[src/rtl/bwb_pkg.sv]
package bwb_pkg;
   typedef enum logic [1:0] {
      ST_IDLE = 2'd0,
      ST_RUN  = 2'd1,
      ST_DONE = 2'd2
   } bwb_state_e;

   typedef enum logic {
      DIR_RD = 1'b0,
      DIR_WR = 1'b1
   } bwb_dir_e;
endpackage

[src/rtl/bwb_stage_latch.sv]
module bwb_stage_latch #(
   parameter int DW = 8
) (
   input  logic          clk,
   input  logic          rst_n,
   input  logic          load_host,
   input  logic [DW-1:0] host_byte,
   input  logic          load_dev,
   input  logic [DW-1:0] dev_byte,
   output logic [DW-1:0] q
);
   always_ff @(posedge clk) begin
      if (!rst_n)         q <= '0;
      else if (load_host) q <= host_byte;
      else if (load_dev)  q <= dev_byte;
   end

   // host and device never load the shared latch in the same clock
   assert_single_loader_R10: assert property (@(posedge clk) disable iff (!rst_n)
      !(load_host && load_dev));
endmodule

[src/rtl/bwb_dev_timer.sv]
module bwb_dev_timer
   import bwb_pkg::*;
#(
   parameter int STROBE_CYCLES = 4
) (
   input  logic     clk,
   input  logic     rst_n,
   input  logic     start,
   input  bwb_dir_e dir,
   output logic     rd_stb,
   output logic     wr_stb,
   output logic     fin,
   output logic     done
);
   localparam int CW = (STROBE_CYCLES < 2) ? 1 : $clog2(STROBE_CYCLES);
   localparam logic [CW-1:0] LAST = CW'(STROBE_CYCLES - 1);

   generate
      if (STROBE_CYCLES < 1) begin : g_bad_len
         $error("STROBE_CYCLES must be at least 1");
      end
   endgenerate

   logic          active;
   logic [CW-1:0] cnt;
   bwb_dir_e      dir_q;

   assign fin    = active && (cnt == LAST);
   assign rd_stb = active && (dir_q == DIR_RD);
   assign wr_stb = active && (dir_q == DIR_WR);

   always_ff @(posedge clk) begin
      if (!rst_n) begin
         active <= 1'b0;
         cnt    <= '0;
         dir_q  <= DIR_RD;
         done   <= 1'b0;
      end else begin
         done <= 1'b0;
         if (start && !active) begin
            active <= 1'b1;
            cnt    <= '0;
            dir_q  <= dir;
         end else if (active) begin
            if (cnt == LAST) begin
               active <= 1'b0;
               done   <= 1'b1;
            end else begin
               cnt <= cnt + 1'b1;
            end
         end
      end
   end

   // strobes are mutually exclusive
   assert_strobe_excl_R6: assert property (@(posedge clk) disable iff (!rst_n)
      !(rd_stb && wr_stb));
   // done follows directly on a strobe that has just dropped
   assert_done_after_strobe_R6: assert property (@(posedge clk) disable iff (!rst_n)
      done |-> (!rd_stb && !wr_stb && $past(rd_stb || wr_stb)));
   // a start never arrives while a cycle is already running
   assert_no_overlap_R6: assert property (@(posedge clk) disable iff (!rst_n)
      start |-> !active);
endmodule

[src/rtl/bwb_host_ctrl.sv]
module bwb_host_ctrl
   import bwb_pkg::*;
#(
   parameter int DW = 8
) (
   input  logic            clk,
   input  logic            rst_n,
   input  logic            host_req,
   input  logic            host_we,
   input  logic            host_odd,
   input  logic [DW-1:0]   host_wdata,
   output logic [DW-1:0]   host_rdata,
   output logic            host_ack,
   input  logic [DW-1:0]   latch_q,
   output logic            load_host,
   output logic            load_dev,
   output logic [DW-1:0]   dev_byte,
   output logic            start,
   output bwb_dir_e        dir,
   input  logic            fin,
   input  logic [2*DW-1:0] dev_rdata,
   output logic [2*DW-1:0] dev_wdata
);
   bwb_state_e state;
   bwb_dir_e   run_dir;
   logic       idle_req;
   logic       need_dev;

   assign idle_req  = (state == ST_IDLE) && host_req;
   assign need_dev  = host_we ? host_odd : !host_odd;
   assign start     = idle_req && need_dev;
   assign dir       = host_we ? DIR_WR : DIR_RD;
   assign load_host = idle_req && host_we && !host_odd;
   assign load_dev  = (state == ST_RUN) && fin && (run_dir == DIR_RD);
   assign dev_byte  = dev_rdata[2*DW-1:DW];
   assign host_ack  = (state == ST_DONE);

   always_ff @(posedge clk) begin
      if (!rst_n) begin
         state      <= ST_IDLE;
         run_dir    <= DIR_RD;
         host_rdata <= '0;
         dev_wdata  <= '0;
      end else begin
         unique case (state)
            ST_IDLE: begin
               if (host_req) begin
                  if (start) begin
                     state   <= ST_RUN;
                     run_dir <= dir;
                     if (host_we) dev_wdata <= {host_wdata, latch_q};
                  end else begin
                     state <= ST_DONE;
                     if (!host_we) host_rdata <= latch_q;
                  end
               end
            end
            ST_RUN: begin
               if (fin) begin
                  state <= ST_DONE;
                  if (run_dir == DIR_RD) host_rdata <= dev_rdata[DW-1:0];
               end
            end
            default: state <= ST_IDLE;
         endcase
      end
   end

   // completion is a single-clock pulse
   assert_ack_pulse_R7: assert property (@(posedge clk) disable iff (!rst_n)
      host_ack |=> !host_ack);
   // device cycles start only for an odd write or an even read
   assert_dev_kind_R1: assert property (@(posedge clk) disable iff (!rst_n)
      start |-> (host_we == host_odd));
   // an odd read is answered from the latch on the next clock
   assert_odd_read_R5: assert property (@(posedge clk) disable iff (!rst_n)
      (idle_req && !host_we && host_odd) |=> (host_ack && host_rdata == $past(latch_q)));
endmodule

[src/rtl/byte_word_bridge.sv]
module byte_word_bridge
   import bwb_pkg::*;
#(
   parameter int DW            = 8,
   parameter int STROBE_CYCLES = 4
) (
   input  logic            clk,
   input  logic            rst_n,
   input  logic            host_req,
   input  logic            host_we,
   input  logic            host_odd,
   input  logic [DW-1:0]   host_wdata,
   output logic [DW-1:0]   host_rdata,
   output logic            host_wait,
   output logic            host_ack,
   output logic            dev_rd_stb,
   output logic            dev_wr_stb,
   output logic [2*DW-1:0] dev_wdata,
   input  logic [2*DW-1:0] dev_rdata,
   output logic            dev_done
);
   generate
      if (DW < 1) begin : g_bad_dw
         $error("DW must be at least 1");
      end
   endgenerate

   logic          load_host, load_dev, start, fin;
   logic [DW-1:0] latch_q, dev_byte;
   bwb_dir_e      dir;

   bwb_stage_latch #(.DW(DW)) u_latch (
      .clk(clk), .rst_n(rst_n),
      .load_host(load_host), .host_byte(host_wdata),
      .load_dev(load_dev), .dev_byte(dev_byte),
      .q(latch_q)
   );

   bwb_dev_timer #(.STROBE_CYCLES(STROBE_CYCLES)) u_timer (
      .clk(clk), .rst_n(rst_n),
      .start(start), .dir(dir),
      .rd_stb(dev_rd_stb), .wr_stb(dev_wr_stb),
      .fin(fin), .done(dev_done)
   );

   bwb_host_ctrl #(.DW(DW)) u_ctrl (
      .clk(clk), .rst_n(rst_n),
      .host_req(host_req), .host_we(host_we), .host_odd(host_odd),
      .host_wdata(host_wdata), .host_rdata(host_rdata), .host_ack(host_ack),
      .latch_q(latch_q), .load_host(load_host), .load_dev(load_dev),
      .dev_byte(dev_byte), .start(start), .dir(dir), .fin(fin),
      .dev_rdata(dev_rdata), .dev_wdata(dev_wdata)
   );

   assign host_wait = host_req && !host_ack;

   // the host is held off for the whole device cycle
   assert_wait_in_cycle_R7: assert property (@(posedge clk) disable iff (!rst_n)
      (dev_rd_stb || dev_wr_stb) |-> host_wait);
   // device completion and host completion coincide
   assert_done_ack_R7: assert property (@(posedge clk) disable iff (!rst_n)
      dev_done |-> host_ack);
endmodule

[config.mk]
export PLATFORM = sky130hd
export DESIGN_NAME = byte_word_bridge
export DESIGN_NICKNAME = d
export VERILOG_FILES = /design/src/rtl/bwb_pkg.sv /design/src/rtl/bwb_stage_latch.sv /design/src/rtl/bwb_dev_timer.sv /design/src/rtl/bwb_host_ctrl.sv /design/src/rtl/byte_word_bridge.sv
export SDC_FILE = /design/constraint.sdc
export NUM_CORES = 1
export LEC_CHECK = 0
export ABC_AREA = 1
export BUFFER_PORTS_ARGS = -buffer_cell sky130_fd_sc_hd__buf_4
export CORE_MARGIN = 3
export CORE_UTILIZATION = 55
export DETAILED_ROUTE_END_ITERATION = 6
export PLACE_DENSITY = 0.86
export SYNTH_ARGS = -nofsm -noshare
export SYNTH_HDL_FRONTEND = slang
export SYNTH_HIERARCHICAL = 1
export SYNTH_SLANG_ARGS = --single-unit
[constraint.sdc]
create_clock -name clk -period 2.2 [get_ports clk]
set_input_delay 0.55 -clock clk [delete_from_list [all_inputs] [get_ports clk]]
set_output_delay 0.55 -clock clk [all_outputs]
set_load 0.05 [all_outputs]
* Yosys cells after proc, flatten, opt, wreduce, memory -nomap -nowiden
Index checks and enable logic that the tools add are counted.
** Word-level totals
- Bits in registers :: 40
- Output and inout bits :: 29
- Logic and storage cells :: 65
- Input bits :: 29
** Cells by class
- Bitwise gates (word level) :: 5
- Add/subtract/negate cells :: 1
- Multiplexer cells :: 18
- Eq/ne operators :: 8
- Reduce and logical (&&, ||, !) cells :: 24
** Operators by type and width (count)
- 8-bit 2-to-1 mux :: 7
- 8-bit one-hot mux with 2 select lines :: 1
- 1-bit logical AND :: 11
- 2-bit inequality test (second input constant) :: 4
- 1-bit 2-to-1 mux :: 6
- 2-bit 2-to-1 mux :: 3
- 6-bit AND reduction :: 1
- 1-bit inverter :: 5
- 2-bit == test (second input constant) :: 2
- 2-bit one-hot mux with 2 select lines :: 1
- 2-bit AND reduction :: 2
- 4-bit AND reduction :: 1
- 2-bit nonzero test :: 2
- 1-bit logical NOT :: 3
- 3-bit AND reduction :: 1
- 3-bit OR reduction :: 1
- 2-bit by 1-bit adder with 2-bit output (second input constant) :: 1
- 2-bit by 1-bit == test with 1-bit output (second input constant) :: 1
- 2-bit logical NOT :: 1
- 2-bit by 1-bit inequality test with 1-bit output (second input constant) :: 1
- 2-bit OR reduction :: 1

* Depth between registers and ports, before layout
Gate-level depths: netlist of run 1.
- Depth in word-level cells :: 6
- Gate-level depth with buffers :: 11
- Depth with buffers taken out :: 10

* By module
Netlist of run 1, hierarchy kept.
** Modules (own cells, without submodules)
- bwb_host_ctrl :: cells an instance 185, times used 1, area an instance 1275.0 um^2, seq. area each 540.5 um^2
- bwb_stage_latch :: cells an instance 61, times used 1, area an instance 410.4 um^2, seq. area each 160.2 um^2
- bwb_dev_timer :: cells an instance 32, times used 1, area an instance 250.2 um^2, seq. area each 100.1 um^2
- byte_word_bridge :: cells an instance 2, times used 1, area an instance 10.0 um^2, seq. area each 0.0 um^2

* Worst setup path before layout of run 1
No wires, ideal clock.
- Path type :: register to output
- Start point :: register u_ctrl.state[1]
- End point :: output port host_wait
- Slack :: 172 ps
- Stages on the path, launching flop included :: 4
- Required time :: 1650 ps
- Path buffers :: 0
- Data arrival time :: 1478 ps
- Cell sequence :: dfxtp_1 -> inv_1 -> nor2_1 -> nor2_2
** Between the ends
- Word-level cells in the longest chain between the ends :: 3
** Ends and longest elaborated chain
- start: declaration :: RTL line bwb_host_ctrl.sv:24 : bwb_state_e state;
- start signal: assignment :: RTL line bwb_host_ctrl.sv:40 : state <= ST_IDLE;
- start signal: assignment :: RTL line bwb_host_ctrl.sv:49 : state <= ST_RUN;
- start signal: assignment :: RTL line bwb_host_ctrl.sv:53 : state <= ST_DONE;
- 2-bit == test :: RTL line bwb_host_ctrl.sv:36 : assign host_ack = (state == ST_DONE);
- named net host_ack :: RTL line byte_word_bridge.sv:15 : output logic host_ack,
- 1-bit logical NOT :: RTL line byte_word_bridge.sv:55 : assign host_wait = host_req && !host_ack;
- 1-bit logical AND :: RTL line byte_word_bridge.sv:55
- end: declaration :: RTL line byte_word_bridge.sv:14 : output logic host_wait,
The timed path passes the listed nets, and every way through them passes these cells.

* Final worst setup path of run 1
- Start point :: register u_ctrl.state[1]
- End point :: output port host_wait
** Between the ends
- Word-level cells in the longest chain between the ends :: 3
** Ends and longest elaborated chain (RTL line)
- 2-bit == test :: bwb_host_ctrl.sv:36
- 1-bit logical NOT :: byte_word_bridge.sv:55
- 1-bit logical AND :: byte_word_bridge.sv:55
Every way passes these cells.

==> reports/metrics.yaml, run 1 <==
critical_path:
  endpoint: "host_wait"
  worstSetupEndpointType: "output port"
  worstSetupStartpoint: "u_ctrl/state[1]$_SDFFE_PN0P_"
  cp.arrival_ns: 1.28
  worstPathBufferInverterCount: 2
  cp_cell_sequence: "inv_1, nor2_1, nor2_2, buf_4"
  r2r_slack_ns: 0.42
  reg2reg_from: "u_timer/cnt[0]$_SDFFE_PP0P_"
  worstSetupPathType: "reg2out"
  crit_family: "flip-flops"
  cp-start-kind: "flip-flop"
  rr_worst_depth: 10
  critPathSlowestCell: "dfxtp_1"
  max_stage_delay_ns: 0.42
  crit_cells: 4
  cp_max_fo: 3
  r2r_end: "u_ctrl/host_rdata[7]$_SDFFE_PN0P_"
  cp.required_ns: 1.65
floorplanning:
  core_um2: 3200
  num_rows: 20
  die_area_um2: 4290
  die-width_um: 65.5
  start_util_pct: 60.7
  die_y_um: 65.5
  io_pins: 58
hold_path:
  hold_class: "in2reg"
  hold_path_startpoint: "host_wdata[5]"
placement:
  post_dp_cell_area_um2: 2320
  place_inst: 366
  routabilityCongestion: 0.753
  dp_hpwl_mm: 3.13
  portBuffers: 57
  post-place-ws_ns: 0.385
cells_and_area:
  nets: 360
  nFillCells: 293
  finalNonFillerCells: 374
  final_cell_area_um2: 2380
  fin_util_pct: 74.4
  antennaDiodeCount: 0
  layout-area-overhead-vs-synth_pct: 22.4
  layout-drive-gt1-share_pct: 26.1
global_routing:
  grt_pass1_wl_mm: 6.82
  grt_pass1_vias: 1568
  grt_max_degree: 21
  grt_overflow: 0
  grt_util_all_layers_pct: 20.9
  antenna_found_initial: 0
drt:
  num_vias: 1774
  ant_nets: 0
  post_drt_wl_per_cell_um: 11.0
  drt_iter0_drc: 85
  firstDrtPassIters: 4
  drt-vias-per-instance: 4.74
  routed_wl_mm: 4.12
  drc_errors: 0
clock_network:
  clk_pin_slew_ns: 0.12
  cts.htree.levels: 2
  cts.sinks: 40
  cts_hold_buffers: 0
  clock_latency_ns: 0.35
  clock_path_buffers: 2
  cts_setup_buffers: 0
  cts_buffers: 5
  cts_resized: 0
  cts_root_buf: "clkbuf_4"
  cts_tree: "done"
timing:
  timing.setup.tns_ns: 0
  fin_crit_ns: 1.83
  rsz0062_at_grt: "no"
  finalSetupViolations: 0
  clock_skew_ns: 0.00862
  fin_hold_ws_ns: 0.449
  min_period_over_period_pct: 83.3
  slew_headroom_pct: 62.6
  worstMarginPinSlew_ns: 0.561
  fmax_ghz: 0.546
  hold_viol_final: 0
  fin_ws_ns: 0.367
  slew_viol_final: 0
yosys:
  ys_seq_area_share_pct: 41.2
  syn_inst: 280
  syn_nets: 311
  yosys_register_bits: 40
  syn_area_um2: 1950
  yosys_warnings: 6
  syn_area_per_cell_um2: 6.95
  synth_cell_types: 24
run_status:
  status: "completed"
power:
  ir_worst_vdd_uv: 549
  clkPwrFrac_pct: 24.2
  power_density_nw_per_um2: 696
  leakage_nw: 1.17
  p_int_mw: 1.08
  combPwrFrac_pct: 27.5
  switching_share_pct: 35.0
  p_sw_uw: 580
  p_total_mw: 1.66
  power_frac_seq_pct: 48.3
flow_run:
  drv_cap: 0
[registers in the layout, indices dropped and copies added, names as in the netlist]
| name | flops |
|---|---|
| u_latch/q | 8 |
| u_timer/cnt | 2 |
| u_timer/dir_q | 1 |
| u_ctrl/host_rdata | 8 |
| u_timer/done | 1 |
| u_ctrl/run_dir | 1 |
| u_ctrl/state | 2 |
| u_ctrl/dev_wdata | 16 |
| u_timer/active | 1 |
[Yosys cell counts]
| master | instances | area [µm²] |
|---|---|---|
| nand3_1 | 28 | 140 |
| or2_1 | 1 | 6.26 |
| nor2_4 | 2 | 22.5 |
| inv_2 | 2 | 7.51 |
| clkinv_1 | 2 | 7.51 |
| nand2_2 | 4 | 25.0 |
| a21oi_2 | 2 | 17.5 |
| clkinv_2 | 1 | 5.00 |
| nand2_4 | 3 | 33.8 |
| buf_2 | 3 | 15.0 |
| ha_1 | 2 | 25.0 |
| clkbuf_1 | 1 | 3.75 |
| nor2_1 | 14 | 52.6 |
| dfxtp_1 | 40 | 801 |
| nor3_1 | 1 | 5.00 |
| buf_6 | 3 | 33.8 |
| buf_4 | 11 | 82.6 |
| a21oi_1 | 26 | 130 |
| nand2_1 | 100 | 375 |
| nor2_2 | 3 | 18.8 |
| nor2_8 | 1 | 20.0 |
| nor4_1 | 1 | 6.26 |
| inv_1 | 27 | 101 |
| o21ai_0 | 2 | 10.0 |
[final cells by class]
type	instances	area [µm²]	share of cell area [%]
flip-flops and latches	40	801	33.6
clock inverters	2	15.0	0.630
repair buffers	60	450	18.9
clock buffers	6	51.3	2.15
inverters	32	121	5.09
well taps	44	55.1	2.31
multi-input cells	190	888	37.3
[logic make-up (layout without fill, tap and decap cells)]
logic type	Yosys count	count (layout)	share of synthesized area, %
buffers and inverters	50	100	13.2
AOI/OAI and AO/OA	30	30	8.10
and+or+nand+nor	158	158	36.3
DFF	40	40	41.2
adders and majority gates	2	2	1.29
[power groups by stage]
stage	clock network (mW)	logic [mW]	registers, mW
3_5_place_dp	0	0.456	0.818
4_1_cts	0.423	0.457	0.802
5_1_grt	0.454	0.499	0.809
6_report	0.401	0.456	0.802
2_1_floorplan	0	0.246	0.914
3_3_place_gp	0	0.451	0.817
[routing by layer]
metal	part of all wire, %	GRT usage, %
met1	44	25.4
met2	50	35.1
met3	5.7	6.32
met4	0.49	6.99
met5	0	0
[cells in the final DEF (no fill, tap or decap)]
cell type,netlist,final
a21oi_1,26,26
a21oi_2,2,2
buf_4,11,60
clkbuf_4,0,5
clkbuf_8,0,1
clkinv_1,2,2
clkinv_2,1,1
clkinvlp_4,0,2
dfxtp_1,40,40
ha_1,2,2
inv_1,27,27
inv_2,2,2
nand2_1,100,100
nand2_2,4,4
nand2_4,3,3
nand3_1,28,28
nor2_1,14,14
nor2_2,3,3
nor2_4,2,2
nor2_8,1,1
nor3_1,1,1
nor4_1,1,1
o21ai_0,2,2
or2_1,1,1
[how the worst min path moves through the flow]
stage / to / slack [ns] / cells past startpoint
global placement: u_ctrl/dev_wdata[11]$_SDFFE_PN0P_ / 0.46 / 2
CTS: u_ctrl/dev_wdata[13]$_SDFFE_PN0P_ / 0.42 / 3
detailed placement: u_ctrl/dev_wdata[5]$_SDFFE_PN0P_ / 0.46 / 2
floorplan: u_ctrl/run_dir$_SDFFE_PN0P_ / 0.45 / 2
finish: u_ctrl/dev_wdata[13]$_SDFFE_PN0P_ / 0.45 / 3
global route: u_ctrl/dev_wdata[12]$_SDFFE_PN0P_ / 0.43 / 3
[worst reg2reg max path, cell delays in order, from the launching register on]
cell and delay (ns):
dfxtp_1 0.41, ha_1 0.17, nand2_1 0.06, inv_1 0.08
inv_1 0.07, nand3_1 0.08, nand2_1 0.07, nor2_2 0.46
nand3_1 0.15, nand2_1 0.10, nor2_1 0.04
Note: power is estimated with default switching activity, not from simulation.
==> run 2, diff against run 1 <==
--- a/config.mk
+++ b/config.mk
@@ -5,12 +5,12 @@
 export SDC_FILE = /design/constraint.sdc
 export NUM_CORES = 1
 export LEC_CHECK = 0
-export ABC_AREA = 1
+export ABC_AREA = 0
 export BUFFER_PORTS_ARGS = -buffer_cell sky130_fd_sc_hd__buf_4
 export CORE_MARGIN = 3
-export CORE_UTILIZATION = 55
+export CORE_UTILIZATION = 51
 export DETAILED_ROUTE_END_ITERATION = 6
-export PLACE_DENSITY = 0.86
+export PLACE_DENSITY = 0.81
 export SYNTH_ARGS = -nofsm -noshare
 export SYNTH_HDL_FRONTEND = slang
 export SYNTH_HIERARCHICAL = 1
==> constraint.sdc (replaced) <==
create_clock -name clk -period 1.8 [get_ports clk]
set_input_delay 0.45 -clock clk [delete_from_list [all_inputs] [get_ports clk]]
set_output_delay 0.45 -clock clk [all_outputs]
set_load 0.05 [all_outputs]
==> reports/metrics.yaml, run 2 <==
yosys:
  yosysMostFrequentCell: "dfxtp_1"
  synth_area_leaders: "dfxtp_1, mux2i_1, o211a_1, nor2b_1, mux2_4"
  syn_area_um2: 1940
  syn_area_per_cell_um2: 11.0
  yosys_register_bits: 40
  netlist_top_cells_count: "dfxtp_1, mux2i_1, nor2b_1"
  ys_seq_area_share_pct: 41.3
  yosys_warnings: 6
  synth_top_area_share_pct: 41.3
  synth_top_area_cell: "dfxtp_1"
  synth_edf_count: 0
  async_flop_share_pct: 0
  syn_inst: 176
  syn_nets: 207
  synth_cell_types: 33
  ys.flop_type: "dfxtp_1"
cells_and_area:
  layout-area-overhead-vs-synth_pct: 26.7
  regMostFlops: "u_ctrl/dev_wdata"
  antennaDiodeCount: 0
  nets: 261
  largest_reg_flops: 16
  final_common_cell: "buf_4"
  final_cell_mix: "buf_4, dfxtp_1, mux2i_1"
  top_regs: "u_ctrl/dev_wdata: 16 flops, u_ctrl/host_rdata: 8 flops, u_latch/q: 8 flops"
  layout-drive-gt1-share_pct: 39.1
drt:
  routed_wl_mm: 4.19
  ant_nets: 0
  drc_errors: 0
  drt_iter0_drc: 119
  firstDrtPassIters: 4
  num_vias: 1459
  post_drt_wl_per_cell_um: 15.2
  drt-vias-per-instance: 5.29
hold_path:
  whs_path_depth: 3
  hold_class: "in2reg"
power:
  ir_worst_vdd_uv: 511
  power_density_nw_per_um2: 784
  p_total_mw: 1.93
  leakage_nw: 1.30
clock_network:
  cts_setup_buffers: 0
  cts.sinks: 40
  cts_resized: 0
  cts_tree: "done"
  clock_path_buffers: 2
  clock_latency_ns: 0.29
  cts_hold_buffers: 0
  cts.htree.levels: 2
  cts_root_buf: "clkbuf_8"
  cts_buffers: 5
  clk_pin_slew_ns: 0.08
flow_run:
  drv_cap: 0
global_routing:
  grt_max_degree: 43
  grt_pass1_vias: 1450
  grt_pass1_wl_mm: 6.87
  grt_overflow: 0
  grt_util_all_layers_pct: 20.2
  antenna_found_initial: 0
critical_path:
  max_stage_delay_ns: 0.38
  worstSetupEndpointType: "flip-flop"
  worstSetupPathType: "reg2reg"
  crit_cells: 6
  rr_worst_depth: 6
  worstPathBufferInverterCount: 1
  cp.required_ns: 1.98
  cp_max_fo: 8
  cp_cell_sequence: "ha_1, and2_4, and3b_1, buf_12, mux2_4, o211a_1"
  critPathSlowestCell: "dfxtp_1"
  cp-start-kind: "flip-flop"
  crit_family: "flip-flops"
  cp.arrival_ns: 1.88
timing:
  rsz0062_at_grt: "no"
  fmax_ghz: 0.591
  slew_viol_final: 0
  hold_viol_final: 0
  clock_skew_ns: 0.00714
  timing.setup.tns_ns: 0
  slew_headroom_pct: 75.8
  finalSetupViolations: 0
  min_period_over_period_pct: 94.0
  worstMarginPinSlew_ns: 0.358
  fin_crit_ns: 1.69
placement:
  routabilityCongestion: 0.853
  portBuffers: 57
  dp_hpwl_mm: 3.15
floorplanning:
  die-width_um: 67.7
  die_y_um: 67.7
  die_area_um2: 4580
  core_um2: 3490
  num_rows: 21
  start_util_pct: 55.5
  io_pins: 58
run_status:
  status: "completed"
-- run 2: cell count changes in the layout (fill, tap and decap cells not counted), sizes merged, moves of 16 or more --
cell / change
inv: -29
nand2: -104
a21oi: -26
nor2: -18
mux2i: +25
o211a: +16
nand3: -20
nor2b: +24
-- run 2: path summary, 6_finish.rpt --
check,from,to,slack (ns)
worst min-delay path,host_wdata[2],u_ctrl/dev_wdata[10]$_SDFFE_PN0P_,0.43
worst max-delay path,u_timer/cnt[0]$_SDFFE_PP0P_,u_latch/q[5]$_SDFFE_PN0P_,0.11
worst max register to register,u_timer/cnt[0]$_SDFFE_PP0P_,u_latch/q[5]$_SDFFE_PN0P_,0.11
worst min register to register,u_ctrl/host_rdata[4]$_SDFFE_PN0P_,u_ctrl/host_rdata[4]$_SDFFE_PN0P_,0.50
-- run 2: cell type report --
class | count | area, µm²
clock inverter | 2 | 12.5
timing repair buffer | 66 | 508
sequential | 40 | 801
multi-input combinational | 117 | 1010
tap | 46 | 57.6
clock buffer | 5 | 68.8
fill | 271 | 1040
-- run 2: per-layer routing --
metal  vias up  global-route usage (%)  wire, µm
li1        715                       -         -
met1       693                    25.9      1790
met3         5                    4.66       268
met4         0                    7.59        44
met5         -                       0         0
met2        46                    32.7      2090
-- run 2: worst reg2reg max path: stages, from the launching register on --
cell,delay [ns]
dfxtp_1,0.38
ha_1,0.17
and2_4,0.16
and3b_1,0.21
buf_12,0.15
mux2_4,0.30
o211a_1,0.22
-- run 2: logic make-up after synthesis --
| logic type | count (synthesis) | synth area share [%] |
|---|---|---|
| buf+inv | 19 | 7.09 |
| compound gates | 23 | 11.1 |
| simple gates | 58 | 19.7 |
| fa+ha+maj | 2 | 1.29 |
| flops | 40 | 41.3 |
| xor+xnor | 1 | 0.451 |
| mux | 33 | 19.1 |
-- run 2: metrics by stage --
step           hold WS, ns  instances  utilization, %  area (µm²)  setup WS (ns)
5_1_grt              0.435        276            70.4        2460         0.0490
2_1_floorplan        0.467        176               -        1950         0.0392
6_report             0.433        276            70.4        2460          0.109
4_1_cts              0.421        276            70.4        2460          0.103
3_3_place_gp         0.474        269            68.0        2380         0.0898
3_5_place_dp         0.488        269            68.0        2380         0.0651
-- run 2: power breakdown --
part           internal [mW]  leakage, nW  switching (mW)
Combinational          0.186        0.938           0.220
Clock                  0.262       0.0400           0.298
Sequential             0.927        0.325          0.0334
Total                   1.38         1.30           0.552
